### src/rtl/vsg_pkg.sv
package vsg_pkg;
    localparam int STS_W   = 3;
    localparam int STS_F1  = 0;
    localparam int STS_F2  = 1;
    localparam int STS_FRM = 2;

    typedef enum logic [1:0] {
        GS_WAIT    = 2'd0,
        GS_RUN     = 2'd1,
        GS_BLOCKED = 2'd2
    } gate_st_e;

    typedef struct packed {
        logic blank_start;
        logic blank_end;
        logic fld2;
    } vtm_evt_t;
endpackage

### src/rtl/vsg_timing.sv
module vsg_timing
    import vsg_pkg::*;
(
    input  logic     clk,
    input  logic     rst_n,
    input  logic     src_ext,
    input  logic     eav_stb,
    input  logic     f_bit,
    input  logic     v_bit,
    input  logic     ext_vs,
    input  logic     ext_fld,
    input  logic     fld_inv,
    output vtm_evt_t evt_o
);
    typedef struct packed {
        logic v_prev;
        logic vs_prev;
    } tm_reg_t;

    tm_reg_t  r_d, r_q;
    vtm_evt_t evt_c;
    logic     raw_fld;

    always_comb begin
        r_d         = r_q;
        r_d.vs_prev = ext_vs;
        evt_c       = '0;
        raw_fld     = 1'b0;
        if (src_ext) begin
            raw_fld           = ext_fld;
            evt_c.blank_start = ext_vs & ~r_q.vs_prev;
            evt_c.blank_end   = ~ext_vs & r_q.vs_prev;
        end else begin
            raw_fld = f_bit;
            if (eav_stb) begin
                r_d.v_prev        = v_bit;
                evt_c.blank_start = v_bit & ~r_q.v_prev;
                evt_c.blank_end   = ~v_bit & r_q.v_prev;
            end
        end
        evt_c.fld2 = raw_fld ^ fld_inv;
    end

    always_ff @(posedge clk or negedge rst_n) begin
        if (!rst_n) r_q <= '0;
        else        r_q <= r_d;
    end

    assign evt_o = evt_c;

    AST_EVT_EXCL: assert property (@(posedge clk) disable iff (!rst_n)
        !(evt_o.blank_start && evt_o.blank_end));
endmodule

### src/rtl/vsg_vcount.sv
module vsg_vcount
    import vsg_pkg::*;
#(
    parameter int VCNT_W = 12
) (
    input  logic              clk,
    input  logic              rst_n,
    input  logic              eav_stb,
    input  logic              vrst_sel,
    input  vtm_evt_t          evt_i,
    output logic [VCNT_W-1:0] vcount_o
);
    localparam logic [VCNT_W-1:0] CNT_MAX = {VCNT_W{1'b1}};

    typedef struct packed {
        logic [VCNT_W-1:0] cnt;
    } vc_reg_t;

    vc_reg_t r_d, r_q;
    logic    rst_evt;

    always_comb begin
        r_d     = r_q;
        rst_evt = vrst_sel ? evt_i.blank_end : evt_i.blank_start;
        if (rst_evt)
            r_d.cnt = '0;
        else if (eav_stb && (r_q.cnt != CNT_MAX))
            r_d.cnt = r_q.cnt + 1'b1;
    end

    always_ff @(posedge clk or negedge rst_n) begin
        if (!rst_n) r_q <= '0;
        else        r_q <= r_d;
    end

    assign vcount_o = r_q.cnt;

    AST_VCNT_SAT: assert property (@(posedge clk) disable iff (!rst_n)
        (vcount_o == CNT_MAX && eav_stb && !rst_evt) |=> (vcount_o == CNT_MAX));
    AST_VCNT_ZERO: assert property (@(posedge clk) disable iff (!rst_n)
        rst_evt |=> (vcount_o == '0));
endmodule

### src/rtl/vsg_gate.sv
module vsg_gate
    import vsg_pkg::*;
(
    input  logic             clk,
    input  logic             rst_n,
    input  logic             blk_cap,
    input  logic [STS_W-1:0] sts_clr,
    input  vtm_evt_t         evt_i,
    output logic             fifo_flush_o,
    output logic             flush_stb_o,
    output logic             dma_en_o,
    output logic [STS_W-1:0] sts_o,
    output logic             fld_irq_o,
    output logic             frm_irq_o,
    output logic             vert_irq_o
);
    typedef struct packed {
        gate_st_e         st;
        logic             fld2;
        logic             fvld;
        logic [STS_W-1:0] sts;
        logic             fld_irq;
        logic             frm_irq;
        logic             vert_irq;
        logic             flush;
        logic             flush_stb;
    } gate_reg_t;

    gate_reg_t r_d, r_q;

    always_comb begin
        r_d           = r_q;
        r_d.fld_irq   = 1'b0;
        r_d.frm_irq   = 1'b0;
        r_d.vert_irq  = 1'b0;
        r_d.flush     = blk_cap;
        r_d.flush_stb = blk_cap & ~r_q.flush;
        r_d.sts       = r_q.sts & ~sts_clr;

        if (evt_i.blank_end) begin
            r_d.fld2 = evt_i.fld2;
            r_d.fvld = 1'b1;
        end

        if (evt_i.blank_start) begin
            r_d.fvld = 1'b0;
            if (!blk_cap) begin
                r_d.vert_irq = 1'b1;
                if (r_q.fvld) begin
                    r_d.fld_irq = 1'b1;
                    if (r_q.fld2) begin
                        r_d.sts[STS_F2]  = 1'b1;
                        r_d.sts[STS_FRM] = 1'b1;
                        r_d.frm_irq      = 1'b1;
                    end else begin
                        r_d.sts[STS_F1]  = 1'b1;
                    end
                end
            end
        end

        if (blk_cap) begin
            r_d.st = GS_BLOCKED;
        end else begin
            unique case (r_q.st)
                GS_BLOCKED: r_d.st = GS_WAIT;
                GS_WAIT:    if (evt_i.blank_end && !evt_i.fld2) r_d.st = GS_RUN;
                default:    r_d.st = r_q.st;
            endcase
        end
    end

    always_ff @(posedge clk or negedge rst_n) begin
        if (!rst_n) r_q <= '0;
        else        r_q <= r_d;
    end

    assign fifo_flush_o = r_q.flush;
    assign flush_stb_o  = r_q.flush_stb;
    assign dma_en_o     = (r_q.st == GS_RUN);
    assign sts_o        = r_q.sts;
    assign fld_irq_o    = r_q.fld_irq;
    assign frm_irq_o    = r_q.frm_irq;
    assign vert_irq_o   = r_q.vert_irq;

    AST_FLUSH_NO_DMA: assert property (@(posedge clk) disable iff (!rst_n)
        fifo_flush_o |-> !dma_en_o);
    AST_NO_STS_SET: assert property (@(posedge clk) disable iff (!rst_n)
        blk_cap |=> ((sts_o & ~$past(sts_o)) == '0));
    AST_NO_IRQ_BLK: assert property (@(posedge clk) disable iff (!rst_n)
        blk_cap |=> !(fld_irq_o || frm_irq_o || vert_irq_o));
    AST_EN_AT_F1: assert property (@(posedge clk) disable iff (!rst_n)
        $rose(dma_en_o) |-> $past(evt_i.blank_end && !evt_i.fld2 && !blk_cap));
    AST_FRM_WITH_FLD: assert property (@(posedge clk) disable iff (!rst_n)
        frm_irq_o |-> fld_irq_o);
    AST_STB_SINGLE: assert property (@(posedge clk) disable iff (!rst_n)
        flush_stb_o |=> !flush_stb_o);
endmodule

### src/rtl/vcap_sync_gate.sv
module vcap_sync_gate
    import vsg_pkg::*;
#(
    parameter int VCNT_W = 12
) (
    input  logic              clk,
    input  logic              rst_n,
    input  logic              src_ext,
    input  logic              eav_stb,
    input  logic              f_bit,
    input  logic              v_bit,
    input  logic              ext_vs,
    input  logic              ext_fld,
    input  logic              blk_cap,
    input  logic              fld_inv,
    input  logic              vrst_sel,
    input  logic [STS_W-1:0]  sts_clr,
    output logic              fifo_flush,
    output logic              flush_stb,
    output logic              dma_en,
    output logic [STS_W-1:0]  sts,
    output logic              fld_irq,
    output logic              frm_irq,
    output logic              vert_irq,
    output logic [VCNT_W-1:0] vcount
);
    vtm_evt_t evt;

    vsg_timing u_timing (
        .clk     (clk),
        .rst_n   (rst_n),
        .src_ext (src_ext),
        .eav_stb (eav_stb),
        .f_bit   (f_bit),
        .v_bit   (v_bit),
        .ext_vs  (ext_vs),
        .ext_fld (ext_fld),
        .fld_inv (fld_inv),
        .evt_o   (evt)
    );

    vsg_vcount #(.VCNT_W(VCNT_W)) u_vcount (
        .clk      (clk),
        .rst_n    (rst_n),
        .eav_stb  (eav_stb),
        .vrst_sel (vrst_sel),
        .evt_i    (evt),
        .vcount_o (vcount)
    );

    vsg_gate u_gate (
        .clk          (clk),
        .rst_n        (rst_n),
        .blk_cap      (blk_cap),
        .sts_clr      (sts_clr),
        .evt_i        (evt),
        .fifo_flush_o (fifo_flush),
        .flush_stb_o  (flush_stb),
        .dma_en_o     (dma_en),
        .sts_o        (sts),
        .fld_irq_o    (fld_irq),
        .frm_irq_o    (frm_irq),
        .vert_irq_o   (vert_irq)
    );
endmodule

### config.mk
export PLATFORM = sky130hd
export DESIGN_NAME = vcap_sync_gate
export DESIGN_NICKNAME = d
export VERILOG_FILES = /design/src/rtl/vsg_pkg.sv /design/src/rtl/vsg_timing.sv /design/src/rtl/vsg_vcount.sv /design/src/rtl/vsg_gate.sv /design/src/rtl/vcap_sync_gate.sv
export SDC_FILE = /design/constraint.sdc
export NUM_CORES = 1
export LEC_CHECK = 0
export BUFFER_PORTS_ARGS = -buffer_cell sky130_fd_sc_hd__buf_2
export CORE_MARGIN = 2
export CORE_UTILIZATION = 50
export CTS_CLUSTER_DIAMETER = 150
export DETAILED_ROUTE_END_ITERATION = 16
export GPL_TIMING_DRIVEN = 0
export PLACE_DENSITY_LB_ADDON = 0.15
export RECOVER_POWER = 50
export SYNTH_ARGS = -nofsm -noshare
export SYNTH_HDL_FRONTEND = slang
export SYNTH_SLANG_ARGS = --single-unit
### constraint.sdc
create_clock -name clk -period 2.4 [get_ports clk]
set_input_delay 0.24 -clock clk [delete_from_list [all_inputs] [get_ports clk]]
set_output_delay 0.24 -clock clk [all_outputs]
set_load 0.03 [all_outputs]
==> impl_metrics.ini <==
[status]
status = completed

[die]
die_area_um2 = 2880
std_cell_rows = 18
pin_count = 35
core_area_um2 = 2410
initial_core_util = 0.512
die_width_um = 53.7
floorplan.die.height_um = 53.7

[cells_and_area]
instances_no_fill = 188
diodes = 0
fin_area_um2 = 1500
syn_to_final_growth_pct = 21.4
nNetsFinal = 174
layout-drive-gt1-share = 0.304

[routing]
drt_pass1_iterations = 4
vias = 1010
drtIter0Drc = 15
avgRoutedWirePerCell_um = 12.6
ant_nets = 0
drc_errors = 0
routed_wirelength_mm = 2.36
vias_per_cell = 5.37

[synthesis]
yosysMostFrequentCell = dfrtp_1
ys_seq_elements = 26
synth_common_cells = dfrtp_1 (26), nor2_1 (13)
synth_top_area_frac = 0.527
yosys.cell_types.count = 35
synth_async_sr_flop_share = 1.00
avgSynthCellArea_um2 = 10.4
synth_flop_cell = dfrtp_1
synth_edf_count = 0
syn_inst = 119
yosysWarnings = 0
syn_nets = 134
yosys-top-cells-area = dfrtp_1 (53%), nor2_1 (4.0%), mux2i_1 (3.2%), buf_4 (3.0%), nand3_1 (2.4%)
synth_top_cell_by_area = dfrtp_1
syn_area_um2 = 1230
ys_seq_area_frac = 0.527

[sta]
rsz0062_at_grt = false
finClkSkew_ns = 0.00130
drv_slew = 0
min_period_over_period = 0.684
relSlewSlack = 0.0797
fin_ws_ns = 0.758
hold_viol = 0
setup_viol = 0
min_period_ns = 1.64
fmax_mhz = 609
worst_pin_slew_ns = 1.38
tns_ns = 0

[clock_tree]
cts_resized = 0
root_buffer = clkbuf_4
htree_levels = 1
clk_latency_ns = 0.31
holdBufCountCts = 1
post_cts_buffers = 0
cts.path.max_buffers = 2
clkSlewWorstSetupHoldPaths_ns = 0.14
cts-buffers-inserted = 3
numClockSinks = 26
cts_tree = yes

[critical_path]
cp.required_ns = 2.66
crit_type = reg -> reg
arrival_ns = 1.90
crit_fanout = 5
cp-start-kind = flip-flop
cp-end-kind = flip-flop

[global_route]
grtUsageTotal = 0.180
grt-ovfl-total = 0
grt_max_degree = 27
grt_pass1_vias = 913
antenna_found_initial = 0
grt_pass1_wl_mm = 3.84

[placement]
dp_slack_ns = 0.798
hpwl_mm = 1.77
place_area_um2 = 1440
place_inst = 183
port_buffers = 34
place_congestion = 0.744

[pwr]
p_per_area_nw_per_um2 = 713
power_w = 0.00107
ir_worst_vdd_mv = 0.556
leakagePower_nw = 0.782

[hold_path]
min_path_type = in -> reg

[job]
maxCapViolCount = 0
==> path summary, 6_finish.rpt <==
| kind | start | end | slack [ns] | cells past startpoint |
|---|---|---|---|---|
| min in group asynchronous | rst_n | u_vcount.vcount_o[5]$_DFFE_PN0P_ | 0.75 | 2 |
| setup / recovery | u_vcount.vcount_o[0]$_DFFE_PN0P_ | u_vcount.vcount_o[10]$_DFFE_PN0P_ | 0.76 | 5 |
| hold reg to reg | u_gate.fifo_flush_o$_DFF_PN0_ | u_gate.flush_stb_o$_DFF_PN0_ | 0.43 | 1 |
| hold / removal | sts_clr[2] | u_gate.sts_o[2]$_DFF_PN0_ | 0.08 | 2 |
| max in group asynchronous | rst_n | u_gate.sts_o[0]$_DFF_PN0_ | 0.85 | 2 |
| setup reg to reg | u_vcount.vcount_o[0]$_DFFE_PN0P_ | u_vcount.vcount_o[10]$_DFFE_PN0P_ | 0.76 | 5 |
==> where the power goes <==
part / internal [W] / leakage [nW] / switching (W)
Combinational: 0.0000876 / 0.410 / 0.000155
Clock: 0.000169 / 0.0279 / 0.000129
Sequential: 0.000483 / 0.344 / 0.0000450
Total: 0.000739 / 0.782 / 0.000329
==> layout by cell type, fill, tap and decap left out, types with 4 or more instances in the layout <==
master,count
a21oi_1,4
buf_2,31
buf_4,5
dfrtp_1,26
inv_1,6
mux2i_1,4
nand2_1,6
nand3_1,6
nor2_1,14
nor3_1,6
o21ai_0,5
==> stage by stage <==
stage               hold WS [ns]  utilization
global route              0.0639        0.622
CTS                       0.0527        0.625
global placement           0.264        0.599
finish                    0.0831        0.622
detailed placement         0.267        0.599
floorplan                -0.0556            -
==> routing by layer <==
layer,wire (µm),global-route usage,share of wire
met5,0,0,0
met4,12,0.0556,0.0051
met3,102,0.0250,0.043
met2,1130,0.283,0.48
met1,1110,0.257,0.47
==> kinds of logic after synthesis <==
family | share of synthesized area
adders and majority gates | 0.0101
muxes | 0.0415
buffers and inverters | 0.0486
AOI/OAI and AO/OA | 0.128
xor gates and xnor gates | 0.0213
DFF | 0.527
and+or+nand+nor | 0.224
==> state kept, by name, indices dropped and copies added (netlist names) <==
signal and flops:
u_vcount.vcount_o 12, u_gate.r_q 4, u_gate.sts_o 3, u_timing.r_q 2
u_gate.fifo_flush_o 1, u_gate.fld_irq_o 1, u_gate.flush_stb_o 1, u_gate.frm_irq_o 1
u_gate.vert_irq_o 1
==> critical path, cell delays in order (launching register included) <==
cell and delay [ns]:
dfrtp_1 0.43, ha_1 0.25, and3_1 0.23, nand4_1 0.17, or3_1 0.37, a21oi_2 0.13
==> cell type report <==
type / instances / area (µm²)
fill: 212 / 911
sequential: 26 / 651
multi-input combinational: 82 / 522
timing repair buffer: 35 / 176
buffer: 5 / 37.5
tap: 30 / 37.5
clock inverter: 1 / 30.0
clock buffer: 3 / 22.5
inverter: 6 / 22.5
Note: power is estimated with default switching activity, not from simulation.
